<file path="config.mk">
export PLATFORM = sky130hd
export DESIGN_NAME = rtc_calendar
export DESIGN_NICKNAME = d
export VERILOG_FILES = /design/src/rtl/rtc_calendar.sv
export SDC_FILE = /design/constraint.sdc
export NUM_CORES = 1
export LEC_CHECK = 0
export BUFFER_PORTS_ARGS = -buffer_cell sky130_fd_sc_hd__buf_2
export CAP_MARGIN = 20
export CORE_MARGIN = 4
export CORE_UTILIZATION = 55
export CTS_BUF_LIST = sky130_fd_sc_hd__clkbuf_2
export DETAILED_ROUTE_END_ITERATION = 8
export MAX_ROUTING_LAYER = met4
export PLACE_DENSITY = 0.75
export RECOVER_POWER = 100
export SLEW_MARGIN = 20
export SYNTH_ARGS = -nofsm -noshare
export SYNTH_HDL_FRONTEND = slang
export SYNTH_SLANG_ARGS = --single-unit
</file>
<file path="constraint.sdc">
create_clock -name clk -period 6.8 [get_ports clk]
set_input_delay 1.36 -clock clk [delete_from_list [all_inputs] [get_ports clk]]
set_output_delay 1.36 -clock clk [all_outputs]
set_load 0.02 [all_outputs]
</file>
<file path="src/rtl/rtc_calendar.sv">
module rtc_calendar (
  input  logic       clk,
  input  logic       rst_n,
  input  logic       sec_tick,
  input  logic       fmt_bin,
  input  logic       fmt_24h,
  input  logic       hold,
  input  logic       wr_en,
  input  logic [3:0] wr_addr,
  input  logic [7:0] wr_data,
  output logic [7:0] tod_sec,
  output logic [7:0] tod_min,
  output logic [7:0] tod_hour,
  output logic [7:0] tod_wday,
  output logic [7:0] tod_mday,
  output logic [7:0] tod_month,
  output logic [7:0] tod_year,
  output logic [7:0] alm_sec,
  output logic [7:0] alm_min,
  output logic [7:0] alm_hour,
  output logic       update_done,
  output logic       alarm_hit
);

  localparam int NF = 10;

  logic [7:0] cur [NF];
  logic [7:0] adv [NF];
  logic [7:0] nxt [NF];
  logic       match;

  wire step = sec_tick & ~hold;

  function automatic logic [6:0] dec(input logic [7:0] v, input logic b);
    return b ? v[6:0] : 7'(7'(v[7:4]) * 7'd10 + 7'(v[3:0]));
  endfunction

  function automatic logic [7:0] enc(input logic [6:0] n, input logic b);
    return b ? {1'b0, n} : {4'(n / 7'd10), 4'(n % 7'd10)};
  endfunction

  function automatic logic al_ok(input logic [7:0] a, input logic [7:0] t);
    return (a[7:6] == 2'b11) || (a == t);
  endfunction

  always_comb begin : advance
    logic [6:0] s, m, h, d, dm, mo, y, dim, hn;
    logic       cs, cm, cd, cdm, cmo, pmn;
    s  = dec(cur[0], fmt_bin);
    m  = dec(cur[1], fmt_bin);
    d  = dec(cur[3], fmt_bin);
    dm = dec(cur[4], fmt_bin);
    mo = dec(cur[5], fmt_bin);
    y  = dec(cur[6], fmt_bin);
    cs = s >= 7'd59;
    cm = cs && (m >= 7'd59);
    adv[0] = enc(cs ? 7'd0 : s + 7'd1, fmt_bin);
    adv[1] = cs ? enc((m >= 7'd59) ? 7'd0 : m + 7'd1, fmt_bin) : cur[1];

    if (fmt_24h) begin
      h   = dec(cur[2], fmt_bin);
      hn  = (h >= 7'd23) ? 7'd0 : h + 7'd1;
      pmn = 1'b0;
      cd  = cm && (h >= 7'd23);
      adv[2] = cm ? enc(hn, fmt_bin) : cur[2];
    end else begin
      h   = dec({1'b0, cur[2][6:0]}, fmt_bin);
      pmn = cur[2][7];
      if (h >= 7'd12)      hn = 7'd1;
      else if (h == 7'd11) begin hn = 7'd12; pmn = ~cur[2][7]; end
      else                 hn = h + 7'd1;
      cd  = cm && (h == 7'd11) && cur[2][7];
      adv[2] = cm ? {pmn, enc(hn, fmt_bin)[6:0]} : cur[2];
    end

    case (mo)
      7'd2:                      dim = (y[1:0] == 2'b00) ? 7'd29 : 7'd28;
      7'd4, 7'd6, 7'd9, 7'd11:   dim = 7'd30;
      default:                   dim = 7'd31;
    endcase
    cdm = cd && (dm >= dim);
    cmo = cdm && (mo >= 7'd12);

    adv[3] = cd  ? enc((d  >= 7'd7)  ? 7'd1 : d  + 7'd1, fmt_bin) : cur[3];
    adv[4] = cd  ? enc((dm >= dim)   ? 7'd1 : dm + 7'd1, fmt_bin) : cur[4];
    adv[5] = cdm ? enc((mo >= 7'd12) ? 7'd1 : mo + 7'd1, fmt_bin) : cur[5];
    adv[6] = cmo ? enc((y  >= 7'd99) ? 7'd0 : y  + 7'd1, fmt_bin) : cur[6];
    adv[7] = cur[7];
    adv[8] = cur[8];
    adv[9] = cur[9];
  end

  always_comb begin
    for (int i = 0; i < NF; i++)
      nxt[i] = (wr_en && wr_addr == 4'(i)) ? wr_data : (step ? adv[i] : cur[i]);
  end

  assign match = al_ok(nxt[7], nxt[0]) && al_ok(nxt[8], nxt[1]) && al_ok(nxt[9], nxt[2]);

  always_ff @(posedge clk or negedge rst_n) begin
    if (!rst_n) begin
      for (int i = 0; i < NF; i++)
        cur[i] <= (i >= 3 && i <= 5) ? 8'h01 : 8'h00;
      update_done <= 1'b0;
      alarm_hit   <= 1'b0;
    end else begin
      for (int i = 0; i < NF; i++)
        cur[i] <= nxt[i];
      update_done <= step;
      alarm_hit   <= step && match;
    end
  end

  assign tod_sec   = cur[0];
  assign tod_min   = cur[1];
  assign tod_hour  = cur[2];
  assign tod_wday  = cur[3];
  assign tod_mday  = cur[4];
  assign tod_month = cur[5];
  assign tod_year  = cur[6];
  assign alm_sec   = cur[7];
  assign alm_min   = cur[8];
  assign alm_hour  = cur[9];

  AST_SEC_WRAP: assert property (@(posedge clk) disable iff (!rst_n)
    update_done && !$past(wr_en) && cur[0] == 8'h00 |-> dec($past(cur[0]), $past(fmt_bin)) >= 7'd59);

  AST_WDAY_NONZERO: assert property (@(posedge clk) disable iff (!rst_n)
    update_done && !$past(wr_en) |-> cur[3] != 8'h00);

  AST_HOLD_FREEZE: assert property (@(posedge clk) disable iff (!rst_n)
    $past(hold) && !$past(wr_en) |-> cur[0] == $past(cur[0]) && !update_done);

  AST_FMT_KEEP: assert property (@(posedge clk) disable iff (!rst_n)
    !$past(sec_tick) && !$past(wr_en) |-> $stable(cur[0]) && $stable(cur[2]) && $stable(cur[9]));

  AST_ALARM_WITH_UPDATE: assert property (@(posedge clk) disable iff (!rst_n)
    alarm_hit |-> update_done);

endmodule

</file>
Word-level counts from Yosys, hierarchy flattened. Index checks and enable logic that the tools add are counted.

Add/sub/neg operators: 16. Multipliers: 8. Divide/modulo/power cells: 16. $lt $le $gt $ge: 8. Equal/unequal tests: 21. Mux-type cells: 56. Bitwise logic cells: 3. Reduce and logical (&&, ||, !) cells: 37.

Operators by type and width (count): two-way mux 8 bit (32); two-way mux 7 bit (19); adder 7 x 1 -> 7 bit (second input constant) (8); adder 7 x 4 -> 7 bit (8); divider 7 x 4 -> 7 bit (second input constant) (8); remainder unit 7 x 4 -> 7 bit (second input constant) (8); multiplier 4 x 3 -> 6 bit (second input constant) (7); equality test 8 bit (3); equality test 7 x 4 -> 1 bit (second input constant) (3); logical AND 1 bit (19); equality test 4 x 3 -> 1 bit (second input constant) (4); nonzero test 2 bit (8); equality test 7 x 3 -> 1 bit (second input constant) (2); greater-or-equal comparator 7 x 4 -> 1 bit (second input constant) (2); greater-or-equal comparator 7 x 6 -> 1 bit (second input constant) (2); equality test 4 x 2 -> 1 bit (second input constant) (2); equality test 4 bit (second input constant) (2); AND reduction 2 bit (4); equality test 7 x 2 -> 1 bit (second input constant) (1); greater-or-equal comparator 7 x 3 -> 1 bit (second input constant) (1); greater-or-equal comparator 7 x 5 -> 1 bit (second input constant) (1); greater-or-equal comparator 7 bit (1); greater-or-equal comparator 7 bit (second input constant) (1); equality test 2 bit (second input constant) (3); other kinds (10) (16).

Flip-flop bits (word level): 82. Input bits: 19. Output and inout port bits: 82. Logic and storage cells: 177.

Logic depth before layout (Yosys ltp). Gate-level depths: netlist of run 1.

Depth after elaboration: 17. Mapped depth: 27. Depth with buffers taken out: 22.

Least setup slack after synthesis of run 1. No wires, ideal clock.

Kind: input-to-reg. Start point: input fmt_bin. End point: register alarm_hit. Library setup time: 0.111 ns. Arrival: 6.496 ns. Data required time: 6.689 ns. Setup slack: 0.192 ns. Stages: 27. Path buffers: 10. Path through: buf_6 buf_6 buf_6 buf_6 buf_6 buf_2 buf_1 clkbuf_1 buf_1 clkbuf_1 mux2_2 ha_1 nand2_1 nor2b_1 o21ai_0 or2b_1 ha_1 o221ai_1 nor2_1 a211o_1 xor2_1 a211oi_1 o21ai_0 nand3_1 nand4_1 a2111o_1 a2111oi_2.

Longest elaborated chain between the ends: 15. Elaborated cells between the ends (all ways): 53. Classes of those cells: 4 x add/sub; 8 x div; 4 x order compare; 4 x eq/ne; 26 x mux; 7 x reduce/logical.

RTL lines: start, declared (line 5) `input logic fmt_bin,`; two-way mux 7 bit (line 35) `return b ? v[6:0] : 7'(7'(v[7:4]) * 7'd10 + 7'(v[3:0]));`; adder 7 x 1 -> 7 bit or equality test 7 x 4 -> 1 bit (tied branches) (line 71, 70); two-way mux 7 bit (line 70) `else if (h == 7'd11) begin hn = 7'd12; pmn = ~cur[2][7]; end`; two-way mux 7 bit (line 69) `if (h >= 7'd12) hn = 7'd1;`; two-way mux 7 bit (line 60) `if (fmt_24h) begin`; remainder unit 7 x 4 -> 7 bit or divider 7 x 4 -> 7 bit (tied branches) (line 39) `return b ? {1'b0, n} : {4'(n / 7'd10), 4'(n % 7'd10)};`; two-way mux 7 bit (line 39); two-way mux 8 bit (line 73) `adv[2] = cm ? {pmn, enc(hn, fmt_bin)[6:0]} : cur[2];`; two-way mux 8 bit (line 60); two-way mux 8 bit (2 in a row) (line 95) `nxt[i] = (wr_en && wr_addr == 4'(i)) ? wr_data : (step ? adv[i] : cur[i]);`; equality test 8 bit (line 43) `return (a[7:6] == 2'b11) || (a == t);`; logical OR 1 bit (line 43); logical AND 1 bit * (line 98) `assign match = al_ok(nxt[7], nxt[0]) && al_ok(nxt[8], nxt[1]) && al_ok(nxt[9], nxt[2]);`; logical AND 1 bit * (line 110) `alarm_hit <= step && match;`; end signal, assigned (line 110); end, declared (line 22) `output logic alarm_hit`.

Every way passes the cells marked *; elsewhere a longest branch is shown, timed or not. The select of a mux whose other input is x is not followed. A chain may end at the register's enable or synchronous reset.

Final worst setup path of run 1.
Start point: register cur (netlist bit tod_min[4]). End point: register alarm_hit.

Longest elaborated chain between the ends: 15. Elaborated cells between the ends (all ways): 25. Classes of those cells: 2 x add/sub; 1 x mul; 2 x div; 1 x order compare; 2 x eq/ne; 11 x mux; 6 x reduce/logical.

RTL lines: start, declared (line 27) `logic [7:0] cur [NF];`; start signal, assigned by index (line 103) `cur[i] <= (i >= 3 && i <= 5) ? 8'h01 : 8'h00;`; start signal, assigned by index (line 108) `cur[i] <= nxt[i];`; multiplier 4 x 3 -> 6 bit (line 35); adder 7 x 4 -> 7 bit (line 35); two-way mux 7 bit (line 35); adder 7 x 1 -> 7 bit or greater-or-equal comparator 7 x 6 -> 1 bit (tied branches) (line 58, 56); two-way mux 7 bit (line 58) `adv[1] = cs ? enc((m >= 7'd59) ? 7'd0 : m + 7'd1, fmt_bin) : cur[1];`; remainder unit 7 x 4 -> 7 bit or divider 7 x 4 -> 7 bit (tied branches) (line 39); two-way mux 8 bit (line 39); two-way mux 8 bit (line 58); two-way mux 8 bit (2 in a row) (line 95); equality test 8 bit (line 43); logical OR 1 bit (line 43); logical AND 1 bit (line 98); logical AND 1 bit * (line 98); logical AND 1 bit * (line 110).

Every way passes the cells marked *; elsewhere a longest branch is shown, timed or not.

==> results of run 1 <==
[sequential cells by signal, summed over array words and instances (netlist names)]
register     flops
tod_sec          8
tod_hour         8
tod_month        8
tod_min          8
alm_sec          8
alm_hour         8
alm_min          8
tod_wday         8
alarm_hit        1
update_done      1
tod_mday         8
tod_year         8
[cell type report]
class / instances / area, um2
multi-input cells: 1021 / 7190
inverters: 44 / 165
clock inverters: 7 / 52.6
clock buffers: 9 / 45.0
diodes: 2 / 5.00
repair buffers: 109 / 454
flip-flops and latches: 82 / 2060
fillers: 1660 / 7050
well taps: 225 / 282
[worst paths after layout]
path	start	to	slack [ns]	cells past startpoint
max in group asynchronous	rst_n	alm_sec[1]$_DFF_PN0_	2.31	2
min in group asynchronous	rst_n	tod_hour[5]$_DFF_PN0_	1.25	1
hold reg to reg	alm_sec[0]$_DFF_PN0_	alm_sec[0]$_DFF_PN0_	0.57	1
hold / removal	alm_sec[0]$_DFF_PN0_	alm_sec[0]$_DFF_PN0_	0.57	1
setup / recovery	tod_min[4]$_DFF_PN0_	alarm_hit$_DFF_PN0_	1.08	19
setup reg to reg	tod_min[4]$_DFF_PN0_	alarm_hit$_DFF_PN0_	1.08	19
[per-layer routing]
layer / vias up / track usage / wire length, um
li1: 4607 / - / -
met1: 4574 / 0.400 / 12700
met2: 416 / 0.450 / 12900
met3: 39 / 0.0380 / 2110
met4: 0 / 0.0505 / 374
met5: - / - / 0
[placed cells by master (no fill, tap or decap), types with 18 or more instances in the layout]
| cell | count |
|---|---|
| sky130_fd_sc_hd__xnor2_1 | 39 |
| sky130_fd_sc_hd__inv_1 | 43 |
| sky130_fd_sc_hd__a21oi_1 | 59 |
| sky130_fd_sc_hd__dfrtp_1 | 79 |
| sky130_fd_sc_hd__nand2_1 | 144 |
| sky130_fd_sc_hd__nand2b_1 | 21 |
| sky130_fd_sc_hd__o211ai_1 | 21 |
| sky130_fd_sc_hd__clkbuf_1 | 85 |
| sky130_fd_sc_hd__nor2_1 | 92 |
| sky130_fd_sc_hd__xor2_1 | 26 |
| sky130_fd_sc_hd__nand3_1 | 41 |
| sky130_fd_sc_hd__o21ai_0 | 84 |
| sky130_fd_sc_hd__mux2i_1 | 42 |
| sky130_fd_sc_hd__nor3_1 | 22 |
| sky130_fd_sc_hd__ha_1 | 65 |
| sky130_fd_sc_hd__a31oi_1 | 21 |
| sky130_fd_sc_hd__buf_2 | 18 |
[per-stage QoR]
stage / hold slack, ns / instances / instance area (um2) / utilization / setup slack (ns)
after floorplan: 0.615 / 1203 / 9700 / - / 0.192
after global placement: 0.527 / 1481 / 10300 / 0.594 / 0.917
after detailed placement: 0.526 / 1481 / 10300 / 0.594 / 0.867
after CTS: 0.579 / 1497 / 10400 / 0.600 / 1.23
after global routing: 0.607 / 1498 / 10200 / 0.592 / 0.673
final: 0.568 / 1499 / 10200 / 0.593 / 1.08
[cells by family (layout without fill, tap and decap cells)]
logic type | count (synthesis) | after routing
flip-flops | 82 | 82
multiplexers | 72 | 72
AO/OA/AOI/OAI | 348 | 348
AND/OR/NAND/NOR | 453 | 453
buffers and inverters | 100 | 169
other | 0 | 2
XOR/XNOR | 68 | 68
adder cells (fa/ha/maj) | 80 | 80
==> summary.md, run 1 <==
* Crit Path Class: flip-flop to flip-flop
* worst hold path type: flip-flop to flip-flop
* detail-routed via count per cell: 6.43
* most common library cells after synthesis: sky130_fd_sc_hd__nand2_1 (144), sky130_fd_sc_hd__nor2_1 (91), sky130_fd_sc_hd__o21ai_0 (83)
* Ports: 101
* vertical die dimension: 141 um
* clock edge transition at the registers on the reported setup and hold paths: 0.24 ns
* RSZ-0062 raised after global routing: no
* number of synthesized register bits: 82
* Antenna Nets Post-Route: 0
* net count of the finished layout: 1365
* post-synth top area share: 0.204
* dominant cells by area after synthesis: sky130_fd_sc_hd__dfrtp_1 (20%), sky130_fd_sc_hd__ha_1 (8.4%), sky130_fd_sc_hd__nand2_1 (5.6%)
* GRT Resource Usage Total: 0.285
* post-CTS setup-driven buffer insertion count: 0
* global route overflow: 0
* via count of the first global-routing pass: 8859
* CTS H-Tree Depth: 3
* cell at the slowest stage of the critical path: sky130_fd_sc_hd__a221oi_2
* highest fanout seen on the critical path: 12
* count of port buffers added during placement: 100
* setup_tns: 0 ns
* simple logic cell fraction of the synthesized area: 0.234
* # resized after CTS: 0
* Gate Count Post-Synth: 1203
* pin count of the biggest net entering global routing: 50
* flip-flop cell with the highest count after synthesis: sky130_fd_sc_hd__dfrtp_1
* Yosys Warn Count: 0
* cell breakdown of the critical path: ha_1 > ha_1 > a21oi_1 > nand2_1 > a221oi_2 > nor2_1 > nor4b_1 > nor2_1 > nand2_1 > inv_1 > ha_1 > nor4b_1 > o311a_1 > nor2_1 > o311ai_0 > a221o_1 > a211oi_1 > o41a_1 > a2111oi_2
* final critical-path share of the clock period: 0.842
* Core Area: 0.0173 mm2
* via count: 9636
* post-synthesis cell type count: 102
* Initial Utilization: 0.561
* Setup crit start kind: flip-flop
* TritonRoute pass-1 iters: 6
* Final Wtd Congestion: 0.945
* count of endpoints failing setup in the final report: 0
* largest area contributor in the netlist: sky130_fd_sc_hd__dfrtp_1
* wire length reported by the detailed router: 28100 um
* detailed placer's ending HPWL: 21500 um
* dominant cell by count in the synthesized netlist: sky130_fd_sc_hd__nand2_1
* worst path bufs/invs: 1
* worst relative slew slack: -0.750
* wire length of the first global-routing pass: 45600 um
* number of antenna violations at the first check in global routing: 1
* Final Hold Vio Count: 0
* clock latency of the later-clocked register in the worst-skew pair: 0.57 ns
* violations in the final reports: max-capacitance violations, max-slew violations
* TritonCTS Buffers: 9
* Residual DRC: 0
* share of layout cells above drive strength 1: 0.0739
* highest clock rate: 175 MHz
* cell family contributing the most delay on the critical path: compound AO/OA/AOI/OAI gates
* Data arrival, critical path: 6.20 ns
* share of flip-flops with an asynchronous set or reset after synthesis: 1.00
* horizontal die dimension: 141 um
* Synth Cell Area: 0.00970 mm2
* cell at the root of the clock tree: sky130_fd_sc_hd__clkbuf_2
* clock period minus worst slack: 5.72 ns
* outcome: finished with violations
* CP Data Required Time: 7.28 ns
* max-slew violation total from the final report: 85
* Slew @ Worst Pin: 2.62 ns
* Post-CTS Hold Fix Bufs: 0
* floorplan die area: 0.0198 mm2
* main combinational cell family by area after synthesis: compound AO/OA/AOI/OAI gates
* maximum single-stage delay on the critical path: 0.74 ns
* clock skew after layout: 0.0387 ns
* xor and xnor fraction of the mapped netlist area: 0.0638
* initial DRC count: 1085
* maximum number of buffers from clock root to sink: 2
* synthesized-area fraction occupied by adder cells: 0.114
* number of flops mapped to enable cells by yosys: 0
* share of synthesized area spent on multiplexers: 0.0801
* detail-routed net length per standard cell: 18.7 um
* clk sinks: 82
* Syn-to-layout area delta: 5.70%
* post-synthesis area per instance: 8.06 um2
* Setup crit end kind: flip-flop
* max-cap violation count: 2
* fraction of the mapped netlist area in compound gates: 0.252
* Syn Nets: 1301
* CTS tree: done
* row count: 48
* sequential element share of the synthesized area: 0.212
Power of run 1 is not shown: default switching activity piles up to over one toggle a cycle in this logic, so the estimate is an artifact.
==> run 2, diff against run 1 <==
Settings changed: ABC_AREA set to 1, PLACE_DENSITY 0.75 to 0.76.
Clock period 6.8 ns to 5.6 ns, I/O delays scaled along.
==> summary.md, run 2 <==
* outcome: finished with violations
* violations in the final reports: max-capacitance violations, max-slew violations
* Ports: 101, unchanged
* Final Wtd Congestion: 0.964, +2.0%
* pin count of the biggest net entering global routing: 75, +50%
* Crit Path Class: flip-flop to flip-flop
* dominant cells by area after synthesis: sky130_fd_sc_hd__dfrtp_1 (23%), sky130_fd_sc_hd__nand2_1 (17%), sky130_fd_sc_hd__ha_1 (9.4%)
* count of port buffers added during placement: 100, unchanged
* post-synthesis area per instance: 6.47 um2, -20%
* clock period minus worst slack: 4.93 ns, -0.789 ns
* CP Data Required Time: 6.05 ns, -1.23 ns
* sw frac: 0.591
* final critical-path share of the clock period: 0.881, +0.0395
* flip-flop cell with the highest count after synthesis: sky130_fd_sc_hd__dfrtp_1
* largest area contributor in the netlist: sky130_fd_sc_hd__dfrtp_1
* total of fill cells in the finished design: 1564, -5.8%
* detail-routed net length per standard cell: 14.1 um, -25%
* max-slew violation total from the final report: 75, -12%
* share of layout cells above drive strength 1: 0.0635, -0.0104
* global routing usage on met2: 0.432, -0.0173
* commonest cells after routing, fill and taps aside: sky130_fd_sc_hd__nand2_1 (394), sky130_fd_sc_hd__inv_1 (207), sky130_fd_sc_hd__nand3_1 (118), sky130_fd_sc_hd__nor2_1 (112)
* initial DRC count: 664, -39%
* number of synthesized register bits: 82, unchanged
* setup_tns: 0 ns, unchanged
* cell family contributing the most delay on the critical path: adder cells
* most common library cells after synthesis: sky130_fd_sc_hd__nand2_1 (389), sky130_fd_sc_hd__inv_1 (201), sky130_fd_sc_hd__nand3_1 (115)
* Syn Nets: 1430, +9.9%
* TritonCTS Buffers: 9, unchanged
* number of antenna violations at the first check in global routing: 1, unchanged
* detail-routed via count per cell: 5.27, -18%
* vertical die dimension: 133 um, -5.4%
* Yosys Warn Count: 0, unchanged
* power density over cell area: 680 mW/mm2
* net load switching power: 3.73 mW
* most frequent standard cell in the layout excluding fill and tap cells: sky130_fd_sc_hd__nand2_1
* final design utilization: 0.607, +0.0144
* worst path bufs/invs: 6, +5
* wire length reported by the detailed router: 23200 um, -17%
* GRT Resource Usage Total: 0.269, -0.0162
* Setup crit end kind: flip-flop
* floorplan die area: 0.0177 mm2, -11%
* count of endpoints failing setup in the final report: 0, unchanged
* CTS H-Tree Depth: 3, unchanged
* detailed placer's ending HPWL: 18100 um, -16%
* clock edge transition at the registers on the reported setup and hold paths: 0.23 ns, about the same
* post-synthesis cell type count: 51, -50%
* met3 capacity usage during global routing: 0.0193, -0.0187
* clk sinks: 82, unchanged
* maximum single-stage delay on the critical path: 0.50 ns, -0.24 ns
* worst hold path type: input port to asynchronous set/reset pin
* RSZ-0062 raised after global routing: no
* Post-CTS Hold Fix Bufs: 0, unchanged
* cell internal pwr: 2.57 mW
* highest clock rate: 203 MHz, +16%
* Setup crit start kind: flip-flop
* post-synth top area share: 0.229, +0.0255
* pre-CTS setup slack: 0.762 ns, -0.105 ns
* standard cell area after detailed placement: 0.00933 mm2, -9.2%
* Syn-to-layout area delta: 7.46%
* row count: 45, -6.3%
* WHS: 0.485 ns, -0.0829 ns
* clock skew after layout: 0.0196 ns, -0.0191 ns
* cell at the root of the clock tree: sky130_fd_sc_hd__clkbuf_2
* TritonRoute pass-1 iters: 7, +1
* net count of the finished layout: 1526, +12%
* highest fanout seen on the critical path: 6, -6
* Initial Utilization: 0.565, +0.00419
* CTS tree: done
* Comb power frac: 0.774
* met1 usage: 0.372, -0.0282
* most heavily used metal layer in global routing: met2
* wire length of the first global-routing pass: 38600 um, -15%
* max-cap violation count: 1, -1
* via count: 8676, -10%
* share of power burned in registers: 0.183
* cell at the slowest stage of the critical path: sky130_fd_sc_hd__dfrtp_1
* Gate Count Post-Synth: 1332, +11%
* via count of the first global-routing pass: 8000, -9.7%
* global route overflow: 0, unchanged
* power share of the clock group: 0.044
* dominant cell by count in the synthesized netlist: sky130_fd_sc_hd__nand2_1
* Antenna Nets Post-Route: 0, unchanged
* P_leak: 4.91 nW
* final instance area: 0.00926 mm2, -9.6%
* horizontal die dimension: 133 um, -5.4%
* Slew @ Worst Pin: 3.96 ns, +1.34 ns
* # resized after CTS: 0, unchanged
* share of flip-flops with an asynchronous set or reset after synthesis: 1.00, unchanged
* Final Hold Vio Count: 0, unchanged
* worst relative slew slack: -1.64, -0.893
* clock latency of the later-clocked register in the worst-skew pair: 0.56 ns, about the same
* maximum number of buffers from clock root to sink: 2, unchanged
* Core Area: 0.0153 mm2, -12%
* Residual DRC: 0, unchanged
* sequential element share of the synthesized area: 0.239, +0.0265
* VDD IR-drop max: 0.660 mV
* fin worst setup slack: 0.665 ns, -0.411 ns
* Data arrival, critical path: 5.39 ns, -0.81 ns
* post-CTS setup-driven buffer insertion count: 0, unchanged
* Synth Cell Area: 0.00862 mm2, -11%
* number of flops mapped to enable cells by yosys: 0, unchanged
==> run 2: cell types whose count changed in the layout (fill, tap and decap cells not counted), moves of 17 or more <==
cell                       before  now
sky130_fd_sc_hd__nand2_1      144  394
sky130_fd_sc_hd__inv_1         43  207
sky130_fd_sc_hd__nand3_1       41  118
sky130_fd_sc_hd__mux2i_1       42    0
sky130_fd_sc_hd__xnor2_1       39   13
sky130_fd_sc_hd__nand2b_1      21    0
sky130_fd_sc_hd__nor2_1        92  112
sky130_fd_sc_hd__a21oi_1       59   42
==> run 2: final timing paths <==
| check | slack [ns] | end | start | depth (start not counted) |
|---|---|---|---|---|
| max | 0.67 | tod_mday[4]$_DFFE_PN0P_ | tod_month[5]$_DFFE_PN0P_ | 34 |
| min in group clk | 0.60 | tod_month[7]$_DFFE_PN0P_ | tod_month[7]$_DFFE_PN0P_ | 2 |
| max reg2reg | 0.67 | tod_mday[4]$_DFFE_PN0P_ | tod_month[5]$_DFFE_PN0P_ | 34 |
| min | 0.49 | tod_month[6]$_DFFE_PN0P_ | rst_n | 1 |
| min reg2reg | 0.60 | tod_month[7]$_DFFE_PN0P_ | tod_month[7]$_DFFE_PN0P_ | 2 |
| max in group asynchronous | 0.99 | alm_sec[3]$_DFF_PN0_ | rst_n | 2 |
==> run 2: cell type report <==
class,count,area [um2],area share
clock inverters,7,46.3,0.00500
well taps,211,264,0.0285
diodes,1,2.50,0.000270
multi-input cells,1004,5540,0.598
clock buffers,9,45.0,0.00486
inverters,224,841,0.0908
flip-flops and latches,82,2060,0.222
repair buffers,107,469,0.0507
==> run 2: through the flow <==
step | power (mW) | instances
after floorplan | 5.02 | 1332
after global placement | 6.01 | 1628
after detailed placement | 6.11 | 1628
after CTS | 6.41 | 1644
after global routing | 7.13 | 1645
final | 6.30 | 1645
==> run 2: power by group through the flow <==
stage | Sequential, mW | Combinational [mW] | Clock [mW]
floorplan | 1.32 | 3.70 | 0
global placement | 1.16 | 4.85 | 0
detailed placement | 1.16 | 4.95 | 0
CTS | 1.15 | 4.98 | 0.278
global route | 1.19 | 5.63 | 0.306
finish | 1.15 | 4.87 | 0.275
==> run 2: layer usage <==
layer | wire (um) | share of wire | up-vias
met4 | 328 | 0.014 | 0
met2 | 10900 | 0.47 | 201
met5 | 0 | 0 | -
li1 | - | - | 4482
met3 | 1100 | 0.047 | 26
met1 | 10900 | 0.47 | 3967
==> run 2: logic make-up (layout without fill, tap and decap cells) <==
logic type                 Yosys count  count (layout)  share of synthesized area
adders and majority gates           79              79                      0.127
AOI/OAI and AO/OA                  202             202                      0.136
other                                0               1                          0
muxes                                1               1                    0.00131
buffers and inverters              246             347                      0.113
and+or+nand+nor                    688             688                      0.349
xor gates and xnor gates            34              34                     0.0346
DFF                                 82              82                      0.239
(Power assumes the default switching activity.)
